`config.mk`:
```
export PLATFORM = sky130hd
export DESIGN_NAME = nvimg_fields
export DESIGN_NICKNAME = d
export VERILOG_FILES = /design/src/rtl/nvimg_pkg.sv /design/src/rtl/nvimg_fields.sv
export SDC_FILE = /design/constraint.sdc
export NUM_CORES = 1
export LEC_CHECK = 0
export ABC_AREA = 1
export ABC_CLOCK_PERIOD_IN_PS = 2100
export BUFFER_PORTS_ARGS = -buffer_cell sky130_fd_sc_hd__buf_4
export CAP_MARGIN = 5
export CORE_MARGIN = 2
export CORE_UTILIZATION = 48
export DETAILED_ROUTE_END_ITERATION = 10
export MAX_ROUTING_LAYER = met4
export PLACE_DENSITY = 0.78
export RECOVER_POWER = 100
export SETUP_SLACK_MARGIN = 0.05
export SYNTH_ARGS = -nofsm -noshare
export SYNTH_HDL_FRONTEND = slang
export SYNTH_SLANG_ARGS = --single-unit
```
`constraint.sdc`:
```
create_clock -name clk -period 2.1 [get_ports clk]
set_clock_uncertainty 0.2 [all_clocks]
set_input_delay 0.525 -clock clk [delete_from_list [all_inputs] [get_ports clk]]
set_output_delay 0.525 -clock clk [all_outputs]
set_load 0.01 [all_outputs]
```
`src/rtl/nvimg_pkg.sv`:
```
// Shared definitions for the configuration image checker.
// Assumes the image is at least 13 bytes so header and signature never overlap.
package nvimg_pkg;

    typedef enum logic [1:0] {
        RSN_OK    = 2'd0,
        RSN_TYPE  = 2'd1,
        RSN_COUNT = 2'd2,
        RSN_SUM   = 2'd3
    } reason_e;

    localparam int HDR_BYTES = 6;
    localparam int SIG_BYTES = 6;

    // Expected signature byte at offset k within the closing bytes.
    function automatic logic [7:0] sig_byte(input int unsigned k);
        return (k < 2) ? 8'hFE : 8'h00;
    endfunction

endpackage

```
`src/rtl/nvimg_fields.sv`:
```
// Header capture and signature comparison.
// Stores bytes 0..5 as they pass and latches a miss on any closing byte that
// differs from the fixed signature. cur_miss flags a miss on the byte in flight.
module nvimg_fields
    import nvimg_pkg::*;
#(
    parameter int IMG_LEN = 300,
    parameter int IDX_W   = $clog2(IMG_LEN + 1)
) (
    input  logic             clk,
    input  logic             rst_n,
    input  logic             img_start,
    input  logic             accept,
    input  logic [IDX_W-1:0] idx,
    input  logic [7:0]       byte_data,
    output logic [15:0]      type_w,
    output logic [15:0]      count_w,
    output logic [15:0]      csum_w,
    output logic             sig_miss,
    output logic             cur_miss
);

    localparam int SIG_FIRST = IMG_LEN - SIG_BYTES;

    // One capture register for each header byte position.
    for (genvar k = 0; k < HDR_BYTES; k++) begin : g_hdr
        logic [7:0] b_q;
        // Hold header byte k once its index passes.
        always_ff @(posedge clk) begin
            if (!rst_n)                               b_q <= 8'h00;
            else if (accept && idx == IDX_W'(k))      b_q <= byte_data;
        end
    end

    // Assemble the little-endian header words.
    always_comb begin
        type_w  = {g_hdr[1].b_q, g_hdr[0].b_q};
        count_w = {g_hdr[3].b_q, g_hdr[2].b_q};
        csum_w  = {g_hdr[5].b_q, g_hdr[4].b_q};
    end

    logic             in_sig;
    logic [IDX_W-1:0] sig_pos;

    // Compare the byte in flight against the signature when in the closing window.
    always_comb begin
        in_sig   = (idx >= IDX_W'(SIG_FIRST));
        sig_pos  = idx - IDX_W'(SIG_FIRST);
        cur_miss = accept && in_sig &&
                   (byte_data != sig_byte(32'(sig_pos)));
    end

    // Latch any signature miss until the next strobe.
    always_ff @(posedge clk) begin
        if (!rst_n)         sig_miss <= 1'b0;
        else if (img_start) sig_miss <= 1'b0;
        else if (cur_miss)  sig_miss <= 1'b1;
    end

    p_sig_sticky_r4: assert property (@(posedge clk) disable iff (!rst_n)
        (sig_miss && !img_start) |=> sig_miss);

endmodule

```
==> flow_metrics.env <==
export IMPL_fp_row_count=23
export IMPL_async_reset_ff_frac=0
export IMPL_num_nets_final=361
export IMPL_place_area_mm2=0.00264
export IMPL_syn_to_final_growth_pct=36.3
export IMPL_ir_drop_v=0.000358
export IMPL_track_usage=0.249
export IMPL_dp_slack_ps=-5.27
export IMPL_crit_slowest_cell="nor2_1"
export IMPL_layout_common_cells="clkbuf_1, dfxtp_1, nor2_1"
export IMPL_initial_core_util=0.493
export IMPL_cts_clk_slew_worst_paths_ps=90
export IMPL_hold_start="img_start"
export IMPL_finalCriticalPeriod_ps=2080
export IMPL_dp_hpwl_um=3820
export IMPL_power_leakage_nw=1.04
export IMPL_synthDistinctLibCells=24
export IMPL_tightest_slew_ps=556
export IMPL_grt_pass1_vias=1773
export IMPL_antenna_cells=0
export IMPL_dieArea_mm2=0.00461
export IMPL_grt_start_max_net_pins=40
export IMPL_hold_path_depth=3
export IMPL_die_h_um=67.9
export IMPL_post_drt_wl_per_cell_um=14.2
export IMPL_die_w_um=67.9
export IMPL_fp_coreArea_mm2=0.00397
export IMPL_status="finished clean"
export IMPL_path_cells="buf_12 > nand2_2 > nor2_2 > buf_4 > o21ai_1 > nor2_1 > nand2_2 > inv_2 > buf_6"
export IMPL_r2r_setup_slack_ps=1220
export IMPL_worstPathRequired_ps=1370
export IMPL_postCtsHoldBufs=0
export IMPL_max_freq_mhz=480
export IMPL_drive_gt1_frac=0.240
export IMPL_finalSetupTns_ps=0
export IMPL_ys_ff_latch=49
export IMPL_grt_setup_unrepaired="yes"
export IMPL_cp_data_arrival_time_ps=1360
export IMPL_cts_root_buf="clkbuf_8"
export IMPL_finalWirelength_um=5540
export IMPL_fin_crit_sh=0.993
export IMPL_r2r_start="g_hdr[0].b_q[5]$_SDFFE_PN0P_"
export IMPL_worstSetupPathType="input port to output port"
export IMPL_synth_area_mm2=0.00196
export IMPL_worst_slack_ps=15.4
export IMPL_cts_buffers=5
export IMPL_antenna_found_initial=0
export IMPL_grt_pass1_wl_um=8230
export IMPL_drtIter0Drc=126
export IMPL_cp_top_family="simple AND/OR/NAND/NOR gates"
export IMPL_yosysWarnings=0
export IMPL_maxSlewViolCount=0
export IMPL_gr_total_overflow=0
export IMPL_port_buffers=70
export IMPL_syn_num_nets=265
export IMPL_synth_area_per_cell_um2=8.03
export IMPL_yosysSeqAreaShare=0.501
export IMPL_viasPerCell=5.25
export IMPL_final_hold_viol_count=0
export IMPL_setup_viol=0
export IMPL_powerDensity_mw_per_mm2=633
export IMPL_drv_cap=0
export IMPL_dp_cells=375
export IMPL_ios=71
export IMPL_cts_buffer_depth=2
export IMPL_fin_hold_ws_ps=278
export IMPL_relSlewSlack=0.628
export IMPL_fin_util=0.673
export IMPL_cp_end_kind="output port"
export IMPL_ant_nets=0
export IMPL_htree_num_levels=2
export IMPL_p_total_mw=1.69
export IMPL_num_vias=2051
export IMPL_crit_top_cell="nand2_2"
export IMPL_final_common_cell="clkbuf_1"
export IMPL_crit_fanout=5
export IMPL_dr_pass1_iters=5
export IMPL_reg2reg_depth=2
export IMPL_path_buf_inv=4
export IMPL_finalInstanceArea_mm2=0.00267
export IMPL_syn_inst=244
export IMPL_rr_endpoint="g_hdr[0].b_q[5]$_SDFFE_PN0P_"
export IMPL_clk_latency_ps=310
export IMPL_cts_tree="done"
export IMPL_fin_cells=391
export IMPL_whs_endpoint="sig_miss$_SDFFE_PP0P_"
export IMPL_max_stage_delay_ps=150
export IMPL_startpoint_type="input port"
export IMPL_clock_sinks=49
export IMPL_drc=0
export IMPL_finalWeightedCongestion=0.823
export IMPL_synth_edf_count=0
export IMPL_hold_path_class="input port to flop"
export IMPL_synth_ff_type="dfxtp_1"
==> worst min-delay path, delay by kind of cell <==
kind | cells | cell delay [ps]
buf+inv | 1 | 70
simple gates | 1 | 110
compound gates | 1 | 40
==> routing by layer <==
metal / wire length [um] / track usage / up-vias / part of all wire
met4: 104 / 0.0950 / 0 / 0.019
met1: 2230 / 0.307 / 943 / 0.40
met5: 0 / - / - / 0
met3: 355 / 0.0461 / 12 / 0.064
li1: - / - / 1018 / -
met2: 2840 / 0.406 / 78 / 0.51
==> timing repair <==
action / in CTS / in global routing
setup buffers: 7 / 1
endpoints found under the setup margin: 1 / 2
pin swaps: 5 / 11
endpoints found under the hold margin: 0 / 0
resized for setup: 8 / 24
==> sequential cells by signal (all words and copies together) (netlist names) <==
| name | cells |
|---|---|
| sig_miss | 1 |
| g_hdr.b_q | 48 |
==> how the worst max path moves through the flow <==
stage                            start                      endpoint  slack, ps  cells past startpoint
after floorplan                 idx[5]  g_hdr[5].b_q[5]$_SDFFE_PN0P_        300                      8
after global placement    byte_data[4]                      cur_miss         10                     10
after detailed placement  byte_data[1]                      cur_miss         -5                     10
after CTS                 byte_data[5]                      cur_miss         20                     10
after global routing            idx[5]  g_hdr[0].b_q[1]$_SDFFE_PN0P_        -70                      8
final                           idx[1]                      cur_miss         20                      9
==> synthesized netlist by cell type, types with 2 or more instances <==
master / number / area (um^2)
dfxtp_1: 49 / 981
nor2_1: 48 / 180
o21ai_0: 42 / 210
a21oi_1: 41 / 205
inv_1: 13 / 48.8
nand2_1: 13 / 48.8
a211oi_1: 6 / 45.0
nand3_1: 5 / 25.0
clkbuf_1: 4 / 15.0
nor2_2: 3 / 18.8
a211oi_2: 2 / 25.0
buf_2: 2 / 10.0
buf_6: 2 / 22.5
nand2_2: 2 / 12.5
nand4_1: 2 / 12.5
nor3_4: 2 / 32.5
==> cells by family (layout without fill, tap and decap cells) <==
group / after synthesis / count (layout) / synth area share
buffers and inverters: 25 / 122 / 0.0658
and+or+nand+nor: 79 / 79 / 0.186
DFF: 49 / 49 / 0.501
AOI/OAI and AO/OA: 91 / 91 / 0.248
==> area by class of cell <==
type / count / area [um^2]
Tap cell: 50 / 62.6
Multi-Input combinational cell: 170 / 865
Timing Repair Buffer: 98 / 607
Clock inverter: 2 / 13.8
Clock buffer: 6 / 82.6
Sequential cell: 49 / 981
Fill cell: 385 / 1300
Inverter: 16 / 60.1
==> report_power, final <==
group / leakage (nW) / switching (mW) / internal [mW]
Sequential: 0.395 / 0.000857 / 0.930
Clock: 0.0512 / 0.320 / 0.267
Combinational: 0.593 / 0.0913 / 0.0820
Power figures use the tool's default switching activity.
